## src/rtl/iexu_pkg.sv

```systemverilog
package iexu_pkg;
  typedef enum logic [3:0] {
    OP_ADD   = 4'd0,
    OP_SUB   = 4'd1,
    OP_AND   = 4'd2,
    OP_OR    = 4'd3,
    OP_NOR   = 4'd4,
    OP_SLT   = 4'd5,
    OP_SLTU  = 4'd6,
    OP_SLL   = 4'd7,
    OP_SRL   = 4'd8,
    OP_LUI   = 4'd9,
    OP_ADDI  = 4'd10,
    OP_ANDI  = 4'd11,
    OP_ORI   = 4'd12,
    OP_SLTI  = 4'd13,
    OP_SLTIU = 4'd14,
    OP_SPARE = 4'd15
  } iexu_op_e;

  typedef enum logic [1:0] {
    LF_AND = 2'd0,
    LF_OR  = 2'd1,
    LF_NOR = 2'd2
  } iexu_lfn_e;
endpackage

```

## src/rtl/iexu_imm_ext.sv

```systemverilog
module iexu_imm_ext #(
  parameter int DATA_W = 32,
  parameter int IMM_W  = 16
) (
  input  logic [IMM_W-1:0]  imm,
  input  logic              sign_en,
  output logic [DATA_W-1:0] ext,
  output logic [DATA_W-1:0] upper
);
  localparam int PAD_W = DATA_W - IMM_W;

  logic fill;
  assign fill  = sign_en & imm[IMM_W-1];
  assign ext   = {{PAD_W{fill}}, imm};
  assign upper = {imm, {PAD_W{1'b0}}};
endmodule

```

## src/rtl/iexu_addsub.sv

```systemverilog
module iexu_addsub #(
  parameter int DATA_W = 32
) (
  input  logic [DATA_W-1:0] a,
  input  logic [DATA_W-1:0] b,
  input  logic              sub_en,
  output logic [DATA_W-1:0] sum,
  output logic              lt_s,
  output logic              lt_u
);
  localparam int MSB = DATA_W - 1;

  logic [DATA_W-1:0] b_eff;
  logic [DATA_W:0]   wide;

  assign b_eff = sub_en ? ~b : b;
  assign wide  = {1'b0, a} + {1'b0, b_eff} + {{DATA_W{1'b0}}, sub_en};
  assign sum   = wide[MSB:0];
  // carry out of a + ~b + 1 is the "no borrow" indication
  assign lt_u  = ~wide[DATA_W];
  assign lt_s  = (a[MSB] ^ b[MSB]) ? a[MSB] : wide[MSB];
endmodule

```

## src/rtl/iexu_shift.sv

```systemverilog
module iexu_shift #(
  parameter int DATA_W  = 32,
  parameter int SHAMT_W = 5
) (
  input  logic [DATA_W-1:0]  din,
  input  logic [SHAMT_W-1:0] amt,
  input  logic               left,
  output logic [DATA_W-1:0]  dout
);
  logic [DATA_W-1:0] din_rev;
  logic [DATA_W-1:0] last_rev;
  logic [DATA_W-1:0] stage [0:SHAMT_W];

  // right shifts reuse the left-shift stages on a bit-reversed word
  for (genvar i = 0; i < DATA_W; i++) begin : g_rev
    assign din_rev[i]  = din[DATA_W-1-i];
    assign last_rev[i] = stage[SHAMT_W][DATA_W-1-i];
  end

  assign stage[0] = left ? din : din_rev;

  for (genvar k = 0; k < SHAMT_W; k++) begin : g_stage
    localparam int STEP = 1 << k;
    assign stage[k+1] = amt[k] ? (stage[k] << STEP) : stage[k];
  end

  assign dout = left ? stage[SHAMT_W] : last_rev;
endmodule

```

## src/rtl/iexu_logic.sv

```systemverilog
module iexu_logic
  import iexu_pkg::*;
#(
  parameter int DATA_W = 32
) (
  input  logic [DATA_W-1:0] a,
  input  logic [DATA_W-1:0] b,
  input  iexu_lfn_e         fn,
  output logic [DATA_W-1:0] y
);
  always_comb begin
    unique case (fn)
      LF_AND:  y = a & b;
      LF_OR:   y = a | b;
      LF_NOR:  y = ~(a | b);
      default: y = '0;
    endcase
  end
endmodule

```

## src/rtl/int_exec_unit.sv

```systemverilog
module int_exec_unit
  import iexu_pkg::*;
#(
  parameter int DATA_W  = 32,
  parameter int IMM_W   = 16,
  parameter int SHAMT_W = $clog2(DATA_W)
) (
  input  logic [3:0]         op_sel,
  input  logic [DATA_W-1:0]  src_a,
  input  logic [DATA_W-1:0]  src_b,
  input  logic [SHAMT_W-1:0] shamt,
  input  logic [IMM_W-1:0]   imm,
  output logic [DATA_W-1:0]  result,
  output logic               zero
);
  localparam logic [DATA_W-1:0] ONE_W = {{(DATA_W-1){1'b0}}, 1'b1};

  iexu_op_e  op;
  logic      use_imm;
  logic      imm_sign;
  logic      sub_en;
  logic      shl;
  iexu_lfn_e lfn;

  logic [DATA_W-1:0] imm_ext;
  logic [DATA_W-1:0] imm_upper;
  logic [DATA_W-1:0] opnd_b;
  logic [DATA_W-1:0] sum;
  logic              lt_s;
  logic              lt_u;
  logic [DATA_W-1:0] shifted;
  logic [DATA_W-1:0] logic_y;

  assign op = iexu_op_e'(op_sel);

  // operation decode
  always_comb begin
    use_imm  = 1'b0;
    imm_sign = 1'b0;
    sub_en   = 1'b0;
    shl      = 1'b1;
    lfn      = LF_AND;
    case (op)
      OP_SUB, OP_SLT, OP_SLTU: sub_en = 1'b1;
      OP_OR:                   lfn = LF_OR;
      OP_NOR:                  lfn = LF_NOR;
      OP_SRL:                  shl = 1'b0;
      OP_ADDI: begin
        use_imm  = 1'b1;
        imm_sign = 1'b1;
      end
      OP_ANDI:                 use_imm = 1'b1;
      OP_ORI: begin
        use_imm = 1'b1;
        lfn     = LF_OR;
      end
      OP_SLTI, OP_SLTIU: begin
        use_imm  = 1'b1;
        imm_sign = 1'b1;
        sub_en   = 1'b1;
      end
      default: ;
    endcase
  end

  iexu_imm_ext #(.DATA_W(DATA_W), .IMM_W(IMM_W)) u_ext (
    .imm     (imm),
    .sign_en (imm_sign),
    .ext     (imm_ext),
    .upper   (imm_upper)
  );

  assign opnd_b = use_imm ? imm_ext : src_b;

  iexu_addsub #(.DATA_W(DATA_W)) u_add (
    .a      (src_a),
    .b      (opnd_b),
    .sub_en (sub_en),
    .sum    (sum),
    .lt_s   (lt_s),
    .lt_u   (lt_u)
  );

  iexu_logic #(.DATA_W(DATA_W)) u_log (
    .a  (src_a),
    .b  (opnd_b),
    .fn (lfn),
    .y  (logic_y)
  );

  iexu_shift #(.DATA_W(DATA_W), .SHAMT_W(SHAMT_W)) u_shf (
    .din  (src_b),
    .amt  (shamt),
    .left (shl),
    .dout (shifted)
  );

  // result select
  always_comb begin
    case (op)
      OP_ADD, OP_SUB, OP_ADDI:                  result = sum;
      OP_AND, OP_OR, OP_NOR, OP_ANDI, OP_ORI:   result = logic_y;
      OP_SLT, OP_SLTI:                          result = lt_s ? ONE_W : '0;
      OP_SLTU, OP_SLTIU:                        result = lt_u ? ONE_W : '0;
      OP_SLL, OP_SRL:                           result = shifted;
      OP_LUI:                                   result = imm_upper;
      default:                                  result = '0;
    endcase
  end

  assign zero = ~|result;
endmodule

```

## config.mk

```make
export PLATFORM = sky130hd
export DESIGN_NAME = int_exec_unit
export DESIGN_NICKNAME = d
export VERILOG_FILES = /design/src/rtl/iexu_pkg.sv /design/src/rtl/iexu_imm_ext.sv /design/src/rtl/iexu_addsub.sv /design/src/rtl/iexu_shift.sv /design/src/rtl/iexu_logic.sv /design/src/rtl/int_exec_unit.sv
export SDC_FILE = /design/constraint.sdc
export NUM_CORES = 1
export LEC_CHECK = 0
export ABC_AREA = 0
export CAP_MARGIN = 15
export CORE_MARGIN = 5
export CORE_UTILIZATION = 47
export DETAILED_ROUTE_END_ITERATION = 12
export PLACE_DENSITY_LB_ADDON = 0.12
export SLEW_MARGIN = 0
export SYNTH_ARGS = -nofsm -noshare
export SYNTH_HDL_FRONTEND = slang
export SYNTH_HIERARCHICAL = 1
export SYNTH_SLANG_ARGS = --single-unit
export TNS_END_PERCENT = 30
```

## constraint.sdc

```tcl
create_clock -name vclk -period 6.7
set_clock_uncertainty 0.2 [all_clocks]
set_input_delay 0.67 -clock vclk [all_inputs]
set_output_delay 0.67 -clock vclk [all_outputs]
set_load 0.02 [all_outputs]
```

==> results of run 1 <==
-- synthesized netlist by cell type, types with 6 or more instances --
master | count | share of area [%]
clkbuf_1 | 58 | 2.3
o211ai_1 | 35 | 2.8
nand3_1 | 12 | 0.63
nor3b_1 | 31 | 2.5
mux2_2 | 51 | 6.1
mux2i_1 | 41 | 4.3
inv_1 | 47 | 1.9
o31ai_1 | 32 | 2.5
a32oi_1 | 33 | 3.0
nor4_1 | 11 | 0.73
nor2b_1 | 13 | 0.86
o21ai_0 | 24 | 1.3
nor3_1 | 12 | 0.63
buf_2 | 38 | 2.0
ha_1 | 31 | 4.1
nor4b_1 | 32 | 3.0
and4b_1 | 63 | 6.7
mux4_2 | 27 | 6.4
xor2_1 | 44 | 4.1
mux4_1 | 6 | 1.7
xnor2_1 | 18 | 1.7
nand4_1 | 7 | 0.46
nand2_1 | 46 | 1.8
and3_1 | 9 | 0.59
a221oi_1 | 9 | 0.83
o21ai_1 | 16 | 0.84
mux2_1 | 9 | 1.1
nor2_1 | 46 | 1.8
o2111ai_1 | 33 | 3.0
buf_4 | 76 | 6.0
a21o_1 | 53 | 4.2
maj3_2 | 29 | 3.4
a21oi_1 | 46 | 2.4
o22ai_1 | 17 | 1.1
a22oi_1 | 8 | 0.63
nand2b_1 | 9 | 0.59
a31oi_1 | 8 | 0.53
buf_6 | 7 | 0.83
-- kinds of logic after synthesis --
group	Yosys count	share of synthesized area (%)
and+or+nand+nor	311	21.79
adders and majority gates	65	8.171
other	1	0.03956
AOI/OAI and AO/OA	380	30.16
muxes	138	20.31
xor gates and xnor gates	62	5.729
buffers and inverters	237	13.79
-- metal layers --
layer	vias up	track usage, %	wire [microns]
li1	5065	-	-
met1	5327	42.35	16420
met2	554	53.37	18880
met3	118	2.389	2939
met4	0	18.62	2913
met5	-	0	0
-- through the flow --
stage / cell area (sq um) / TNS [ns]
floorplan: 9535 / 0
global placement: 11830 / -0.4957
detailed placement: 11830 / -0.5720
CTS: 11880 / 0
global route: 12080 / -0.6603
finish: 12080 / 0
-- final cells by class --
cell class / count / share of cell area, %
inverters: 51 / 1.596
multi-input cells: 972 / 69.95
well taps: 270 / 2.797
repair buffers: 364 / 25.65
-- what timing repair did --
item                       4_1_cts  5_1_grt
setup buffers                    2        1
gates resized for setup          9       29
hold buffers                     0        0
setup endpoints to repair        3       14
pin swaps                        4       14
-- layout by cell type (no fill, tap or decap), drive strengths merged, types with 13 or more instances in the layout --
cell           netlist  layout
nor3b               31      31
mux2                61      61
clkdlybuf4s50        0     113
and4b               63      63
nor2b               13      13
inv                 51      50
conb                 1      16
mux4                33      33
o22ai               17      17
nor4b               33      33
a32oi               33      33
nor2                46      46
o211ai              35      35
ha                  31      31
mux2i               44      44
xnor2               18      18
buf                128     248
a21oi               47      47
o2111ai             33      33
a21o                53      53
xor2                44      44
nand2               46      46
maj3                33      33
o21ai               40      40
o31ai               32      32
-- report_power, final --
part           switching [mW]  internal, mW  total, mW  leakage, nW
logic                   0.848         0.754       1.60         5.27
registers                   0             0          0            0
clock network               0             0          0            0
total                   0.848         0.754       1.60         5.27
-- final timing paths --
kind | slack [ns] | cells past startpoint | end | from
setup / recovery | 0.05 | 22 | result[26] | op_sel[2]
hold / removal | 2.04 | 8 | zero | op_sel[1]
==> reports/metrics.csv, run 1 <==
stage;metric;value;unit
outcome;status;complete, no violations;
setup_path;CP max stage delay;0.60;ns
floorplanning;Rows;52;
global_routing;largest net degree at the start of global routing;119;
place;buffers added on ports;122;
sta;Final setup viols;0;
finish;clk_buf instances;0;
global_routing;vias in the first global route;10160;
synth;Netlist cell types;88;
synth;Mapped Avg Cell Area;7.939;sq um
place;pre-CTS setup slack;-0.5269;ns
finish;nets@finish;1510;
sta;Final Slew Violations;0;
synth;sequential area share after synthesis;0;%
power_and_ir_drop;Leak;5.268;nW
setup_path;CP startpoint kind;input port;
finish;final antenna diode count;0;
sta;headroom to the max-slew limit;25.86;%
finish;FF+latch area;0;sq um
sta;Period minus WS final;6.653;ns
routing;vias;11060;
sta;Setup WS post-layout;0.04699;ns
place;hpwl dp;32930;microns
routing;routed wire length;41160;microns
global_routing;GRT overflow;0;
floorplanning;die area;23110;sq um
power_and_ir_drop;Design Power;1.602;mW
global_routing;GRT Total Usage;32.58;%
floorplanning;Top-Level Pins;122;
worst_hold_path;Hold WC Path Type;in2out;
setup_path;WP buf/inv;7;
sta;hold_ws;2.036;ns
setup_path;crit-path cells;clkdlybuf4s50_1 > o21ai_1 > a31oi_4 > buf_4 > buf_12 > mux2_1 > xor2_1 > ha_1 > buf_4 > o21a_1 > o31a_1 > o22ai_1 > o41a_1 > o311ai_1 > a41oi_1 > xnor2_1 > nor3b_1 > o31ai_2 > buf_4 > o2111ai_1 > buf_4 > clkdlybuf4s50_1;
finish;P&R area growth vs syn;27.40;%
setup_path;Worst EP arrival;5.78;ns
routing;routed vias/inst;6.677;
setup_path;slowest cell on the critical path;clkdlybuf4s50_1;
sta;RSZ-0062 raised after global routing;true;
synth;synthesized area;9479;sq um
floorplanning;die width;152.0;microns
finish;sequential cells;0;
finish;layout cell share with drive strength beyond 1;30.14;%
finish;fin cells;1657;
routing;Detailed Routing Iterations Pass 1;6;
place;RD Place Congestion;1.034;
sta;Fin. Hold Viols;0;
place;dpl cells;1652;
power_and_ir_drop;power density over the cells;132.6;nW/um^2
setup_path;CP dominant cell by count;buf_4;
synth;YS warnings;6;
power_and_ir_drop;Max VDD drop;102.1;uV
floorplanning;Core Region;20040;sq um
routing;initial DRC count;1123;
finish;multi-input logic area;8448;sq um
run;Max-Cap Viols;0;
floorplanning;Initial Utilization;47.30;%
sta;Fmax;0.1503;GHz
global_routing;first-pass GRT wire length;60590;microns
setup_path;worst-path fanout max;13;
routing;detail-routed net length per standard cell;24.84;microns
setup_path;CP Class;in2out;
setup_path;delay-heaviest family, CP;compound AO/OA/AOI/OAI gates;
sta;worst-margin pin slew;1.098;ns
setup_path;Worst EP required;5.83;ns
global_routing;initial antenna violation count;0;
routing;drt drc;0;
routing;antenna-violating nets left;0;
setup_path;Crit. End Element;output pin;
finish;Fillers;1925;
finish;Final Util;60.26;%
sta;fin crit share;99.30;%
synth;Post-Synthesis Cells;1194;
floorplanning;die height;152.0;microns
Note: power is estimated with default switching activity, not from simulation.
==> run 2, diff against run 1 <==
--- a/config.mk
+++ b/config.mk
@@ -7,10 +7,12 @@
 export LEC_CHECK = 0
 export ABC_AREA = 0
 export CAP_MARGIN = 15
+export CORE_ASPECT_RATIO = 1.1
 export CORE_MARGIN = 5
 export CORE_UTILIZATION = 47
 export DETAILED_ROUTE_END_ITERATION = 12
-export PLACE_DENSITY_LB_ADDON = 0.12
+export PLACE_DENSITY = 0.7
+export SETUP_SLACK_MARGIN = 0.02
 export SLEW_MARGIN = 0
 export SYNTH_ARGS = -nofsm -noshare
 export SYNTH_HDL_FRONTEND = slang
==> reports/metrics.csv, run 2 (synthesized netlist as in run 1, its figures left out) <==
stage;metric;value;unit;change
finish;most common cell after layout, fill and taps aside;buf_4;;unchanged
finish;most frequent cells in the layout;202 x buf_4, 114 x clkdlybuf4s50_1, 63 x and4b_1;;was 239 x buf_4, 113 x clkdlybuf4s50_1, 63 x and4b_1
floorplanning;Initial Utilization;47.72;%;was 47.30%
global_routing;vias in the first global route;10330;;was 10160
routing;vias;10970;;was 11060
outcome;status;complete, no violations;;unchanged
setup_path;crit-path cells;clkdlybuf4s50_1 > buf_4 > buf_4 > nor4b_4 > clkinv_2 > buf_4 > nand2b_2 > o221a_2 > a22oi_1 > mux2i_1 > buf_4 > o311ai_0 > inv_1 > o2111ai_2 > buf_4 > clkdlybuf4s50_1;;was clkdlybuf4s50_1 > o21ai_1 > a31oi_4 > buf_4 > buf_12 > mux2_1 > xor2_1 > ha_1 > buf_4 > o21a_1 > o31a_1 > o22ai_1 > o41a_1 > o311ai_1 > a41oi_1 > xnor2_1 > nor3b_1 > o31ai_2 > buf_4 > o2111ai_1 > buf_4 > clkdlybuf4s50_1
finish;final antenna diode count;0;;unchanged
setup_path;Worst EP arrival;5.74;ns;was 5.78 ns
sta;setup_tns;0;ns;unchanged
sta;RSZ-0062 raised after global routing;true;;unchanged
power_and_ir_drop;Max VDD drop;91.53;uV;was 102.1 uV
worst_hold_path;Hold Path Sink;zero;;unchanged
setup_path;CP startpoint kind;input port;;unchanged
finish;nets@finish;1474;;was 1510
routing;routed wire length;39800;microns;was 41160 microns
place;hpwl dp;31220;microns;was 32930 microns
worst_hold_path;worst min-delay path startpoint;op_sel[0];;was op_sel[1]
place;pre-CTS setup slack;-0.3877;ns;was -0.5269 ns
routing;detail-routed net length per standard cell;24.83;microns;was 24.84 microns
routing;initial DRC count;998;;was 1123
global_routing;GRT overflow;0;;unchanged
sta;fin crit share;98.70;%;was 99.30%
sta;Fmax;0.1512;GHz;was 0.1503 GHz
sta;headroom to the max-slew limit;20.40;%;was 25.86%
finish;sequential cells;0;;unchanged
power_and_ir_drop;Design Power;1.592;mW;was 1.602 mW
sta;Final setup viols;0;;unchanged
floorplanning;die area;23110;sq um;about the same
clock_tree;CTS hold repair buffers;0;;unchanged
sta;hold_ws;2.130;ns;was 2.036 ns
setup_path;worst-path fanout max;10;;was 13
finish;FF+latch area;0;sq um;unchanged
global_routing;first-pass GRT wire length;60360;microns;was 60590 microns
setup_path;CP max stage delay;0.89;ns;was 0.60 ns
routing;Detailed Routing Iterations Pass 1;8;;was 6
setup_path;CP dominant cell by count;buf_4;;unchanged
floorplanning;Top-Level Pins;122;;unchanged
sta;Setup WS post-layout;0.08688;ns;was 0.04699 ns
floorplanning;die height;158.9;microns;was 152.0 microns
sta;worst-margin pin slew;1.193;ns;was 1.098 ns
global_routing;initial antenna violation count;2;;was 0
global_routing;GRT Total Usage;31.86;%;was 32.58%
floorplanning;Rows;54;;was 52
worst_hold_path;hold path depth;9;;was 8
routing;routed vias/inst;6.843;;was 6.677
sta;Final Slew Violations;0;;unchanged
run;Max-Cap Viols;0;;unchanged
finish;clk_buf instances;0;;unchanged
global_routing;largest net degree at the start of global routing;71;;was 119
place;RD Place Congestion;1.008;;was 1.034
finish;Final Util;59.60;%;was 60.26%
sta;Fin. Hold Viols;0;;unchanged
worst_hold_path;Hold WC Path Type;in2out;;unchanged
routing;antenna-violating nets left;0;;unchanged
setup_path;slowest cell on the critical path;o311ai_0;;was clkdlybuf4s50_1
finish;layout cell share with drive strength beyond 1;29.39;%;was 30.14%
setup_path;WP buf/inv;9;;was 7
floorplanning;Core Region;19860;sq um;was 20040 sq um
setup_path;Crit. End Element;output pin;;unchanged
finish;P&R area growth vs syn;24.89;%;was 27.40%
sta;Period minus WS final;6.613;ns;was 6.653 ns
setup_path;CP Class;in2out;;unchanged
finish;Fillers;1834;;was 1925
setup_path;Worst EP required;5.83;ns;about the same
setup_path;delay-heaviest family, CP;buffers and inverters;;was compound AO/OA/AOI/OAI gates
routing;drt drc;0;;unchanged
power_and_ir_drop;Leak;5.099;nW;was 5.268 nW
floorplanning;die width;145.4;microns;was 152.0 microns
power_and_ir_drop;power density over the cells;134.5;nW/um^2;was 132.6 nW/um^2
place;buffers added on ports;122;;unchanged
[run 2: cell types whose count changed in the layout (fill, tap and decap cells not counted), moves of 3 or more]
cell / before / now
a21oi_1: 45 / 40
o21ai_1: 18 / 15
buf_12: 3 / 6
a21oi_2: 2 / 7
buf_4: 239 / 202
[run 2: area by class of cell]
class                           instances  area, sq um  area share, %
Multi-Input combinational cell        972         8508          71.87
Tap cell                              252        315.3          2.663
Inverter                               51        192.7          1.628
Timing Repair Buffer                  328         2823          23.84
[run 2: power by group]
group          internal [mW]  switching, mW  total, mW
Combinational          0.741          0.851       1.59
Clock                      0              0          0
Sequential                 0              0          0
[run 2: worst max-delay path by stage]
stage	cells past startpoint	startpoint	end
after floorplan	22	op_sel[1]	zero
final	16	op_sel[2]	result[31]
after global placement	22	op_sel[2]	zero
after detailed placement	23	op_sel[2]	zero
after CTS	21	op_sel[2]	zero
after global routing	22	op_sel[2]	zero
[run 2: timing repair]
item	CTS	global route
endpoints found under the setup margin	1	12
gates resized for setup	5	48
setup buffers	0	1
pin swaps	0	18
[run 2: metal layers]
metal / global-route usage, % / vias to the layer above / wire, microns
met3: 4.498 / 126 / 3379
met1: 40.31 / 5221 / 15240
li1: - / 4974 / -
met5: 0 / - / 0
met2: 52.73 / 648 / 18570
met4: 16.33 / 0 / 2617
[run 2: stage by stage]
| stage | instance area (sq um) | instances |
|---|---|---|
| after CTS | 11600 | 1602 |
| after global routing | 11840 | 1603 |
| after floorplan | 9535 | 1209 |
| after global placement | 11600 | 1602 |
| after detailed placement | 11600 | 1602 |
| final | 11840 | 1603 |
==> run 3, diff against run 2 <==
==> constraint.sdc (replaced) <==
create_clock -name vclk -period 6.4
set_clock_uncertainty 0.2 [all_clocks]
set_input_delay 0.64 -clock vclk [all_inputs]
set_output_delay 0.64 -clock vclk [all_outputs]
set_load 0.02 [all_outputs]
==> reports/metrics.csv, run 3 (synthesized netlist as in run 1, its figures left out) <==
stage;metric;value;unit;change
outcome;status;complete, no violations;;unchanged
setup_path;Worst EP arrival;5.31;ns;was 5.74 ns
worst_hold_path;Hold WC Path Type;in2out;;unchanged
routing;drt drc;0;;unchanged
place;RD Place Congestion;0.9715;;was 1.008
finish;most common cell after layout, fill and taps aside;buf_4;;unchanged
power_and_ir_drop;Max VDD drop;95.36;uV;was 91.53 uV
finish;clk_buf instances;0;;unchanged
finish;most frequent cells in the layout;262 x buf_4, 108 x clkdlybuf4s50_1, 63 x and4b_1;;was 202 x buf_4, 114 x clkdlybuf4s50_1, 63 x and4b_1
sta;fin crit share;96.08;%;
finish;final antenna diode count;0;;unchanged
routing;initial DRC count;1324;;was 998
clock_tree;CTS hold repair buffers;0;;unchanged
floorplanning;Rows;54;;unchanged
floorplanning;die height;158.9;microns;unchanged
global_routing;first-pass GRT wire length;61690;microns;was 60360 microns
setup_path;CP Depth;18;;was 16
setup_path;CP max stage delay;0.53;ns;was 0.89 ns
global_routing;GRT overflow;0;;unchanged
routing;routed vias/inst;6.842;;was 6.843
routing;Detailed Routing Iterations Pass 1;6;;was 8
sta;headroom to the max-slew limit;40.16;%;was 20.40%
finish;fin cells;1662;;was 1603
sta;hold_ws;2.091;ns;was 2.130 ns
global_routing;initial antenna violation count;0;;was 2
floorplanning;die area;23110;sq um;unchanged
run;Max-Cap Viols;0;;unchanged
setup_path;crit-path cells;dlymetal6s2s_1 > buf_6 > a31oi_4 > clkbuf_16 > mux2_2 > xor2_1 > ha_1 > a211oi_2 > nor2_1 > a2111oi_4 > a211oi_2 > a2111oi_4 > xnor2_2 > maj3_2 > a221oi_1 > o221ai_1 > buf_4 > clkdlybuf4s50_1;;was clkdlybuf4s50_1 > buf_4 > buf_4 > nor4b_4 > clkinv_2 > buf_4 > nand2b_2 > o221a_2 > a22oi_1 > mux2i_1 > buf_4 > o311ai_0 > inv_1 > o2111ai_2 > buf_4 > clkdlybuf4s50_1
finish;layout cell share with drive strength beyond 1;33.48;%;was 29.39%
power_and_ir_drop;power density over the cells;141.3;nW/um^2;was 134.5 nW/um^2
setup_path;Worst EP required;5.56;ns;was 5.83 ns
routing;detail-routed net length per standard cell;24.88;microns;was 24.83 microns
sta;Fin. Hold Viols;0;;unchanged
global_routing;GRT Total Usage;32.65;%;was 31.86%
setup_path;CP Class;in2out;;unchanged
setup_path;CP startpoint kind;input port;;unchanged
setup_path;slowest cell on the critical path;clkdlybuf4s50_1;;was o311ai_0
power_and_ir_drop;Leak;5.404;nW;was 5.099 nW
worst_hold_path;hold path depth;9;;unchanged
finish;P&R area growth vs syn;30.48;%;was 24.89%
finish;nets@finish;1533;;was 1474
floorplanning;Initial Utilization;47.72;%;unchanged
place;buffers added on ports;122;;unchanged
sta;Final setup viols;0;;unchanged
setup_path;WP buf/inv;5;;was 9
routing;antenna-violating nets left;0;;unchanged
setup_path;worst-path fanout max;8;;was 10
place;dpl cells;1655;;was 1602
place;hpwl dp;32350;microns;was 31220 microns
sta;Final Slew Violations;0;;unchanged
routing;vias;11370;;was 10970
setup_path;delay-heaviest family, CP;compound AO/OA/AOI/OAI gates;;was buffers and inverters
sta;Fmax;0.1626;GHz;
floorplanning;die width;145.4;microns;unchanged
global_routing;vias in the first global route;10680;;was 10330
finish;sequential cells;0;;unchanged
setup_path;Crit. End Element;output pin;;unchanged
power_and_ir_drop;Design Power;1.747;mW;was 1.592 mW
finish;Fillers;1809;;was 1834
finish;FF+latch area;0;sq um;unchanged
floorplanning;Core Region;19860;sq um;unchanged
sta;Period minus WS final;6.149;ns;
sta;RSZ-0062 raised after global routing;false;;was true
routing;routed wire length;41360;microns;was 39800 microns
sta;worst-margin pin slew;0.8929;ns;was 1.193 ns
global_routing;largest net degree at the start of global routing;68;;was 71
floorplanning;Top-Level Pins;122;;unchanged
run 3: changes by cell type in the layout (fill, tap and decap cells not counted), sizes merged:
cell,change
buf,+63
clkbuf,+1
clkdlybuf4s50,-6
dlygate4sd2,+2
dlymetal6s2s,-1
run 3: report_power, final:
| group | internal [mW] | switching [mW] |
|---|---|---|
| clock | 0 | 0 |
| sequential | 0 | 0 |
| combinational | 0.829 | 0.919 |
run 3: metrics by stage:
| stage | setup slack (ns) | instance area, sq um | setup TNS [ns] | util, % |
|---|---|---|---|---|
| after floorplan | 0.2096 | 9535 | 0 | - |
| after global placement | -0.6881 | 12020 | -0.9510 | 60.51 |
| after detailed placement | -0.7850 | 12020 | -1.296 | 60.51 |
| after CTS | -0.1775 | 12100 | -0.1775 | 60.92 |
| after global routing | 0.1003 | 12370 | 0 | 62.26 |
| final | 0.2506 | 12370 | 0 | 62.26 |
run 3: final timing paths:
check	end	start
setup / recovery	result[0]	op_sel[2]
hold / removal	zero	op_sel[0]
run 3: cell type report:
| class | count | area [sq um] | area share [%] |
|---|---|---|---|
| Multi-Input combinational cell | 972 | 8558 | 69.20 |
| Timing Repair Buffer | 387 | 3302 | 26.70 |
| Inverter | 51 | 192.7 | 1.558 |
| Tap cell | 252 | 315.3 | 2.549 |
run 3: layer usage:
metal  up-vias  global-route usage [%]  share of wire [%]  routed length, microns
met5         -                       0                  0                       0
met4         0                   18.19                7.7                    3191
met3       170                   3.103                8.6                    3566
met2       685                   54.91                 46                   19080
met1      5414                   40.89                 38                   15520
li1       5102                       -                  -                       -
run 3: what timing repair did:
item / CTS / global route
endpoints found under the setup margin: 10 / 20
buffers inserted: 0 / 5
pin swaps: 6 / 23
cloned: 0 / 1
gates resized for setup: 30 / 44
